File: src/rtl/mrom_pkg.sv
`timescale 1ns/1ps
package mrom_pkg;

  typedef enum logic [2:0] {
    ST_IDLE, ST_HI, ST_GAP, ST_LO, ST_WAIT, ST_STRB, ST_REST
  } mrom_st_e;

  // Whole clocks needed to cover t_ns, never less than one.
  function automatic int unsigned ns_to_clk(input int unsigned t_ns, input int unsigned clk_ns);
    int unsigned n;
    n = (t_ns + clk_ns - 1) / clk_ns;
    return (n == 0) ? 1 : n;
  endfunction

  function automatic int unsigned max_u(input int unsigned a, input int unsigned b);
    return (a > b) ? a : b;
  endfunction

  // Strobe-high clocks: the remainder of the cycle time, but at least the high minimum.
  function automatic int unsigned rest_clk(input int unsigned cyc, input int unsigned low,
                                           input int unsigned high_min);
    return (cyc > low) ? max_u(cyc - low, high_min) : high_min;
  endfunction

endpackage

File: src/rtl/mrom_tick_ctr.sv
`timescale 1ns/1ps
module mrom_tick_ctr #(
  parameter int CNT_W = 8
) (
  input  logic             clk,
  input  logic             rst_n,
  input  logic             load,
  input  logic [CNT_W-1:0] load_val,
  output logic             expired
);
  logic [CNT_W-1:0] cnt_q;

  // A phase loaded with n-1 lasts n cycles; expired marks its last one.
  always_ff @(posedge clk or negedge rst_n) begin
    if (!rst_n)              cnt_q <= '0;
    else if (load)           cnt_q <= load_val;
    else if (cnt_q != '0)    cnt_q <= cnt_q - 1'b1;
  end

  assign expired = (cnt_q == '0);
endmodule

File: src/rtl/mrom_addr_gen.sv
`timescale 1ns/1ps
module mrom_addr_gen #(
  parameter int ADDR_W = 22,
  parameter int DATA_W = 16,
  parameter int PAGE_W = 8
) (
  input  logic              clk,
  input  logic              rst_n,
  input  logic              load,
  input  logic [ADDR_W-1:0] load_addr,
  input  logic              step,
  output logic [DATA_W-1:0] hi_word,
  output logic [DATA_W-1:0] lo_word,
  output logic              page_start
);
  localparam int LO_BITS = DATA_W - 1;
  localparam int HI_BITS = ADDR_W - LO_BITS;

  logic [ADDR_W-1:0] addr_q;

  function automatic logic [DATA_W-1:0] mk_hi(input logic [ADDR_W-1:0] a);
    logic [DATA_W-1:0] w;
    w = '0;
    w[HI_BITS-1:0] = a[ADDR_W-1:LO_BITS];
    return w;
  endfunction

  // Bit 0 of the lower word is a byte select the memory ignores.
  function automatic logic [DATA_W-1:0] mk_lo(input logic [ADDR_W-1:0] a);
    return {a[LO_BITS-1:0], 1'b0};
  endfunction

  always_ff @(posedge clk or negedge rst_n) begin
    if (!rst_n)     addr_q <= '0;
    else if (load)  addr_q <= load_addr;
    else if (step)  addr_q <= addr_q + 1'b1;
  end

  assign hi_word    = mk_hi(addr_q);
  assign lo_word    = mk_lo(addr_q);
  assign page_start = (addr_q[PAGE_W-1:0] == '0);
endmodule

File: src/rtl/mrom_burst_rd.sv
`timescale 1ns/1ps
module mrom_burst_rd
  import mrom_pkg::*;
#(
  parameter int ADDR_W    = 22,
  parameter int DATA_W    = 16,
  parameter int PAGE_W    = 8,
  parameter int LEN_W     = 8,
  parameter int CLK_NS    = 5,
  parameter int T_AS_NS   = 30,
  parameter int T_CES_NS  = 50,
  parameter int T_ALES_NS = 70,
  parameter int T_ALED_NS = 70,
  parameter int T_LAT_NS  = 950,
  parameter int T_CYC_NS  = 200,
  parameter int T_ACC_NS  = 150,
  parameter int T_RDH_NS  = 40
) (
  input  logic              clk,
  input  logic              rst_n,
  input  logic              req_valid,
  input  logic [ADDR_W-1:0] req_addr,
  input  logic [LEN_W-1:0]  req_len,
  output logic              busy,
  output logic [DATA_W-1:0] word_data,
  output logic              word_valid,
  output logic              rom_sel_n,
  output logic              rom_lat_hi,
  output logic              rom_lat_lo,
  output logic              rom_strobe_n,
  output logic              rom_ad_oe,
  output logic [DATA_W-1:0] rom_ad_o,
  input  logic [DATA_W-1:0] rom_ad_i
);
  localparam int unsigned N_HI   = ns_to_clk(max_u(T_AS_NS, T_CES_NS), CLK_NS);
  localparam int unsigned N_GAP  = ns_to_clk(T_ALED_NS, CLK_NS);
  localparam int unsigned N_LO   = ns_to_clk(max_u(T_ALES_NS, T_AS_NS), CLK_NS);
  localparam int unsigned N_WAIT = ns_to_clk(T_LAT_NS, CLK_NS);
  localparam int unsigned N_STRB = ns_to_clk(T_ACC_NS, CLK_NS);
  localparam int unsigned N_REST = rest_clk(ns_to_clk(T_CYC_NS, CLK_NS), N_STRB,
                                            ns_to_clk(T_RDH_NS, CLK_NS));
  localparam int unsigned N_MAX  = max_u(max_u(max_u(N_HI, N_GAP), max_u(N_LO, N_WAIT)),
                                         max_u(N_STRB, N_REST));
  localparam int CNT_W = $clog2(N_MAX + 1);
  localparam logic [CNT_W-1:0] L_HI   = CNT_W'(N_HI - 1);
  localparam logic [CNT_W-1:0] L_GAP  = CNT_W'(N_GAP - 1);
  localparam logic [CNT_W-1:0] L_LO   = CNT_W'(N_LO - 1);
  localparam logic [CNT_W-1:0] L_WAIT = CNT_W'(N_WAIT - 1);
  localparam logic [CNT_W-1:0] L_STRB = CNT_W'(N_STRB - 1);
  localparam logic [CNT_W-1:0] L_REST = CNT_W'(N_REST - 1);
  localparam int unsigned P_CYC = N_STRB + N_REST;
  localparam int SINCE_W = $clog2(P_CYC + 1) + 1;

  mrom_st_e          st_q, st_d;
  logic [LEN_W-1:0]  rem_q;
  logic              ctr_load;
  logic [CNT_W-1:0]  ctr_val;
  logic              phase_done;
  logic [DATA_W-1:0] hi_word, lo_word;
  logic              page_start;

  // Named events used by the logic and the assertions.
  wire accept  = req_valid && (st_q == ST_IDLE) && (req_len != '0);
  wire sample  = (st_q == ST_STRB) && phase_done;
  wire rest_end = (st_q == ST_REST) && phase_done;
  wire finish  = rest_end && (rem_q == '0);
  wire readdr  = rest_end && (rem_q != '0) && page_start;

  mrom_tick_ctr #(.CNT_W(CNT_W)) u_tick (
    .clk(clk), .rst_n(rst_n), .load(ctr_load), .load_val(ctr_val), .expired(phase_done)
  );

  mrom_addr_gen #(.ADDR_W(ADDR_W), .DATA_W(DATA_W), .PAGE_W(PAGE_W)) u_addr (
    .clk(clk), .rst_n(rst_n), .load(accept), .load_addr(req_addr), .step(sample),
    .hi_word(hi_word), .lo_word(lo_word), .page_start(page_start)
  );

  always_comb begin
    st_d     = st_q;
    ctr_load = 1'b0;
    ctr_val  = '0;
    unique case (st_q)
      ST_IDLE: if (accept)     begin st_d = ST_HI;   ctr_load = 1'b1; ctr_val = L_HI;   end
      ST_HI:   if (phase_done) begin st_d = ST_GAP;  ctr_load = 1'b1; ctr_val = L_GAP;  end
      ST_GAP:  if (phase_done) begin st_d = ST_LO;   ctr_load = 1'b1; ctr_val = L_LO;   end
      ST_LO:   if (phase_done) begin st_d = ST_WAIT; ctr_load = 1'b1; ctr_val = L_WAIT; end
      ST_WAIT: if (phase_done) begin st_d = ST_STRB; ctr_load = 1'b1; ctr_val = L_STRB; end
      ST_STRB: if (phase_done) begin st_d = ST_REST; ctr_load = 1'b1; ctr_val = L_REST; end
      ST_REST: begin
        if (finish) st_d = ST_IDLE;
        else if (readdr) begin st_d = ST_HI; ctr_load = 1'b1; ctr_val = L_HI; end
        else if (phase_done) begin st_d = ST_STRB; ctr_load = 1'b1; ctr_val = L_STRB; end
      end
      default: st_d = ST_IDLE;
    endcase
  end

  always_ff @(posedge clk or negedge rst_n) begin
    if (!rst_n) begin
      st_q       <= ST_IDLE;
      rem_q      <= '0;
      word_valid <= 1'b0;
      word_data  <= '0;
    end else begin
      st_q       <= st_d;
      word_valid <= sample;
      if (accept)      rem_q <= req_len;
      else if (sample) rem_q <= rem_q - 1'b1;
      if (sample)      word_data <= rom_ad_i;
    end
  end

  assign busy         = (st_q != ST_IDLE);
  assign rom_sel_n    = (st_q == ST_IDLE);
  assign rom_lat_hi   = (st_q == ST_HI);
  assign rom_lat_lo   = (st_q == ST_LO);
  assign rom_strobe_n = (st_q != ST_STRB);
  assign rom_ad_oe    = (st_q == ST_HI) || (st_q == ST_GAP) || (st_q == ST_LO);
  assign rom_ad_o     = ((st_q == ST_HI) || (st_q == ST_GAP)) ? hi_word : lo_word;

  // ---------------- assertion support ----------------
  logic               strb_q, lath_q, latl_q, hi_done_q;
  logic [SINCE_W-1:0] since_q;

  always_ff @(posedge clk or negedge rst_n) begin
    if (!rst_n) begin
      strb_q <= 1'b1; lath_q <= 1'b0; latl_q <= 1'b0; hi_done_q <= 1'b0; since_q <= '1;
    end else begin
      strb_q <= rom_strobe_n;
      lath_q <= rom_lat_hi;
      latl_q <= rom_lat_lo;
      if (lath_q && !rom_lat_hi)      hi_done_q <= 1'b1;
      else if (latl_q && !rom_lat_lo) hi_done_q <= 1'b0;
      if (strb_q && !rom_strobe_n)    since_q <= '0;
      else if (since_q != '1)         since_q <= since_q + 1'b1;
    end
  end

  p_lat_excl_r3: assert property (@(posedge clk) disable iff (!rst_n)
    !(rom_lat_hi && rom_lat_lo));
  p_hi_first_r3: assert property (@(posedge clk) disable iff (!rst_n)
    $rose(rom_lat_lo) |-> hi_done_q);
  p_hi_stable_r4: assert property (@(posedge clk) disable iff (!rst_n)
    (rom_lat_hi && lath_q) |-> ($stable(rom_ad_o) && rom_ad_oe));
  p_lo_stable_r4: assert property (@(posedge clk) disable iff (!rst_n)
    (rom_lat_lo && latl_q) |-> ($stable(rom_ad_o) && rom_ad_oe));
  p_bus_free_r5: assert property (@(posedge clk) disable iff (!rst_n)
    !rom_strobe_n |-> !rom_ad_oe);
  p_cycle_r6: assert property (@(posedge clk) disable iff (!rst_n)
    $fell(rom_strobe_n) |-> (since_q >= SINCE_W'(P_CYC - 1)));
  p_valid_pulse_r7: assert property (@(posedge clk) disable iff (!rst_n)
    word_valid |=> !word_valid);
endmodule

File: config.mk
export PLATFORM = sky130hd
export DESIGN_NAME = mrom_burst_rd
export DESIGN_NICKNAME = d
export VERILOG_FILES = /design/src/rtl/mrom_pkg.sv /design/src/rtl/mrom_tick_ctr.sv /design/src/rtl/mrom_addr_gen.sv /design/src/rtl/mrom_burst_rd.sv
export SDC_FILE = /design/constraint.sdc
export NUM_CORES = 1
export LEC_CHECK = 0
export CORE_MARGIN = 2
export CORE_UTILIZATION = 45
export DETAILED_ROUTE_END_ITERATION = 8
export PLACE_DENSITY_LB_ADDON = 0.08
export SLEW_MARGIN = 20
export SYNTH_ARGS = -nofsm -noshare
export SYNTH_HDL_FRONTEND = slang
export SYNTH_SLANG_ARGS = --single-unit
File: constraint.sdc
create_clock -name clk -period 4.2 [get_ports clk]
set_clock_uncertainty 0.15 [all_clocks]
set_input_delay 1.05 -clock clk [delete_from_list [all_inputs] [get_ports clk]]
set_output_delay 1.05 -clock clk [all_outputs]
set_load 0.03 [all_outputs]
# Yosys cells after proc, flatten, opt, wreduce, memory -nomap -nowiden
# Index checks and enable logic that the tools add are counted.
[classes]
add_sub_neg = 3
eq_ne = 12
n_mux = 29
n_reduce_logical = 22
[ops]
columns = ["op", "n"]
rows = [
  ["2-to-1 mux 8 bit", 7],
  ["one-hot mux 8 bit (6 select lines)", 1],
  ["2-to-1 mux 22 bit", 2],
  ["logical NOT 8 bit", 3],
  ["2-to-1 mux 3 bit", 8],
  ["nonzero test 8 bit", 3],
  ["adder 22 x 1 -> 22 bit, second input constant", 1],
  ["one-hot mux 3 bit (7 select lines)", 1],
  ["2-to-1 mux 16 bit", 1],
  ["subtractor 8 x 1 -> 8 bit, second input constant", 2],
  ["2-to-1 mux 4 bit", 3],
  ["== test 3 bit, second input constant", 3],
  ["logical AND 1 bit", 7],
  ["== test 3 x 2 -> 1 bit, second input constant", 2],
  ["inequality test 2 x 1 -> 1 bit, second input constant", 3],
  ["2-to-1 mux 5 bit", 1],
  ["AND reduction 5 bit", 1],
  ["OR reduction 5 bit", 1],
  ["2-to-1 mux 1 bit", 4],
  ["inequality test 2 bit, second input constant", 2],
  ["nonzero test 2 bit", 2],
  ["== test 3 x 1 -> 1 bit, second input constant", 1],
  ["logical NOT 3 bit", 1],
  ["inequality test 3 bit, second input constant", 1],
  ["other kinds (4)", 5],
]
[totals]
ff_bits = 58
in_bits = 49
output_inout_bits = 39

# Longest topological paths before layout
[depth]
word_depth = 8
ltp_mapped = 9

# Cells and area by module
# A second synthesis with hierarchy kept.
[unflattened]
hier_cells = 397
area_unflattened_um2 = 3484.6
[modules_own_cells]
columns = ["mod", "n_inst", "cells_each", "area_each_um2"]
rows = [
  ["mrom_burst_rd", 1, 186, 1642.8],
  ["mrom_addr_gen", 1, 157, 1365.1],
  ["mrom_tick_ctr", 1, 54, 476.7],
]

# Worst setup path after synthesis
# No wires, ideal clock.
[synth_timing]
path_type = "register to output"
startpoint = "register st_q[0]"
endpoint = "output port rom_ad_o[1]"
arrival_ns = 1.631
required_ns = 3.000
setup_slack_ns = 1.369
stages_incl_launch_ff = 6
path_buffers = 2
path_cell_list = "dfrtp_1 -> buf_2 -> xnor2_1 -> nor2_1 -> clkbuf_1 -> o21ai_0"
[synth_via]
elab_chain_len = 3
elab_cells_between_ends = 4
[synth_lines]
columns = ["element", "line", "source"]
rows = [
  ["start: declaration", "mrom_burst_rd.sv:54", "mrom_st_e st_q, st_d;"],
  ["start signal: assignment", "mrom_burst_rd.sv:105", "st_q <= st_d;"],
  ["== test 3 x 1 -> 1 bit or == test 3 x 2 -> 1 bit (tied branches)", "mrom_burst_rd.sv:119", "assign rom_ad_o = ((st_q == ST_HI) || (st_q == ST_GAP)) ? hi_word : lo_word;"],
  ["logical OR 1 bit (*)", "mrom_burst_rd.sv:119", ""],
  ["2-to-1 mux 16 bit (*)", "mrom_burst_rd.sv:119", ""],
  ["end: declaration", "mrom_burst_rd.sv:32", "output logic [DATA_W-1:0] rom_ad_o,"],
]
# Mark *: on every way between the ends. The rest lies on a longest branch, timed or not.

# Final worst setup path
[layout_timing]
startpoint = "register st_q[0]"
endpoint = "output port rom_ad_o[5]"
# The elaborated chain is that of the path after synthesis.

==> results.py <==
metrics = {
    "yosys": {
        "yosys.area.top_type": "dfrtp_1",
        "synth_ff_type": "dfrtp_1",
        "postSynthCellCount": 381,
        "synth_top_area_share_pct": 44.2,
        "synth_enable_flop_cells": 0,
        "synth_area_leaders": "dfrtp_1 44%, nand2_1 11%, o21ai_0 4.6%",
        "avgSynthCellArea_um2": 8.61,
        "syn_area_um2": 3280,
        "seq_area_frac_synth_pct": 44.2,
        "ys_types": 60,
        "ys_warn_count": 0,
        "synth_common_cells": "96 x nand2_1, 58 x dfrtp_1, 30 x o21ai_0",
        "synth.most_common_cell": "nand2_1",
        "synth.ff_latch_count": 58,
        "syn_nets": 434,
        "synthArstFlopShare_pct": 100,
    },
    "outcome": {
        "run_status": "completed",
    },
    "floorplanning": {
        "start_util_pct": 45.7,
        "core_um2": 7180,
        "rows": 31,
        "ioPinCount": 88,
        "die_y_um": 89.4,
        "die_w_um": 89.4,
        "die-area_um2": 7990,
    },
    "cts": {
        "cts_setup_buffers": 0,
        "insertion_delay_ns": 0.34,
        "cts_tree": "yes",
        "hold_buffers": 0,
        "cts_resized": 0,
        "clockRootBuffer": "clkbuf_8",
        "numCtsBuffers": 9,
        "cts.htree.levels": 3,
        "cts.path.max_buffers": 2,
        "clkTransAtPathRegs_ns": 0.07,
        "cts_sinks": 58,
    },
    "setup_path": {
        "reg2reg_slack_ns": 1.34,
        "reg2reg_from": "u_tick.cnt_q[0]",
        "crit_arrival_ns": 2.37,
        "r2r-end": "u_addr.addr_q[8]",
        "startpoint_type": "flop",
        "worstSetupPathType": "flop to output pin",
        "reg2reg_depth": 9,
        "worstPathMaxFanout": 20,
        "endpoint_kind": "output pin",
        "crit_required_ns": 3.00,
    },
    "hold_path": {
        "hold_depth": 2,
        "worstHoldEndpoint": "word_data[15]",
        "hold_start": "word_data[15]",
        "hold_class": "flop to flop",
    },
    "placed_design": {
        "dp_hpwl_um": 5730,
        "port_buffers": 87,
        "gp_congestion": 0.789,
    },
    "global_routing": {
        "grt_first_pass_wirelength_um": 13600,
        "antenna_found_initial": 0,
        "first_global_vias": 2938,
        "overflow": 0,
        "grt_use_total_pct": 22.3,
        "grt_max_degree": 43,
    },
    "pwr": {
        "p_leak_uw": 0.00173,
        "total_power_uw": 1190,
        "p_per_area_nw_per_um2": 268,
        "peakVddDrop_v": 0.000157,
    },
    "cells_and_area": {
        "n_antenna_cell": 0,
        "nets": 516,
        "drive_gt1_share_pct": 8.97,
        "final_core_utilization_pct": 62.0,
        "area_growth_pct": 35.6,
        "fill_cells": 644,
    },
    "detailed_routing": {
        "avgViaCountPerCell": 5.47,
        "drt_iter0_drc": 133,
        "ant_nets": 0,
        "routedWlPerCell_um": 14.5,
        "vias": 3102,
        "drc": 0,
        "dr.pass1.iters": 4,
        "wl_um": 8220,
    },
    "sta": {
        "finalCritPeriodShare_pct": 85.0,
        "clock.fmax_mhz": 280,
        "drv_slew": 0,
        "tightestPinTransition_ns": 0.894,
        "setup_viol": 0,
        "max_slew_margin_pct": 40.4,
        "period_minus_slack_ns": 3.57,
        "rsz0062_at_grt": "no",
        "tns_ns": 0,
        "hold_viol_final": 0,
    },
    "run": {
        "maxCapViolations": 0,
    },
}
-- placed cells by master, fill, tap and decap left out, types with 3 or more instances in the layout --
cell type / netlist / final
nand2_1: 96 / 96
clkdlybuf4s50_1: 0 / 86
dfrtp_1: 58 / 58
o21ai_0: 30 / 30
nor2_1: 18 / 18
nand3_1: 14 / 13
inv_1: 10 / 10
nor3_1: 10 / 10
clkbuf_8: 0 / 10
nor2b_1: 9 / 9
xor2_1: 8 / 8
a21oi_1: 7 / 7
buf_4: 0 / 7
xnor2_1: 6 / 6
nand4_1: 6 / 6
o211ai_1: 5 / 5
nor4_1: 5 / 5
a31oi_1: 5 / 5
and2_1: 4 / 4
a221o_1: 4 / 4
a22oi_1: 4 / 4
ha_1: 4 / 4
or3_1: 3 / 3
and3_1: 3 / 3
mux2_2: 3 / 3
or4_1: 3 / 3
o311ai_0: 3 / 3
-- state kept, by name (all words and copies together), names as in the netlist --
signal         cells
word_valid         1
u_addr.addr_q     22
word_data         16
rem_q              8
st_q               3
u_tick.cnt_q       8
-- routing by layer --
metal / vias up / wire [µm] / track usage, %
li1: 1501 / - / -
met5: - / 0 / 0
met1: 1485 / 3640 / 28.8
met2: 97 / 3880 / 35.6
met3: 19 / 501 / 5.26
met4: 0 / 191 / 10.2
-- per-stage QoR --
step | cell area [µm²] | worst slack (ns) | std cells | hold slack (ns)
global placement | 4230 | 0.784 | 551 | 0.307
CTS | 4450 | 0.634 | 567 | 0.328
floorplan | 3280 | 1.37 | 381 | 0.322
global route | 4450 | 0.516 | 567 | 0.351
detailed placement | 4230 | 0.771 | 551 | 0.311
finish | 4450 | 0.629 | 567 | 0.324
-- power by group --
group          switching [µW]  internal, µW  total (µW)  leakage [µW]
sequential                  0           559         559      0.000609
clock                     225           348         574      0.000109
combinational            19.2          39.5        58.7       0.00101
-- how the worst max path moves through the flow --
stage	start	to
global route	st_q[0]	rom_ad_o[6]
detailed placement	req_len[4]	u_addr.addr_q[15]
finish	st_q[0]	rom_ad_o[5]
CTS	st_q[0]	rom_ad_o[6]
global placement	req_len[0]	u_addr.addr_q[15]
floorplan	st_q[0]	rom_ad_o[1]
-- worst max-delay path, cell delays in order (launching register included) --
cell	delay, ns
dfrtp_1	0.51
xnor2_1	0.19
nor2_1	0.10
buf_4	0.26
mux2_2	0.38
clkdlybuf4s50_1	0.60
-- cell families after synthesis --
family	share of synthesized area (%)
AO/OA/AOI/OAI	17.4
XOR/XNOR	3.74
buffers and inverters	4.35
multiplexers	1.03
AND/OR/NAND/NOR	27.4
flip-flops	44.2
adder cells (fa/ha/maj)	1.83
-- cell type report --
| cell class | count | area [µm²] | share of cell area [%] |
|---|---|---|---|
| Clock buffer | 11 | 141 | 3.18 |
| Clock inverter | 5 | 77.6 | 1.74 |
| Inverter | 12 | 45.0 | 1.01 |
| Multi-Input combinational cell | 288 | 1690 | 38.0 |
| Sequential cell | 58 | 1450 | 32.6 |
| Tap cell | 99 | 124 | 2.78 |
| Timing Repair Buffer | 94 | 918 | 20.6 |
Note: power is estimated with default switching activity, not from simulation.
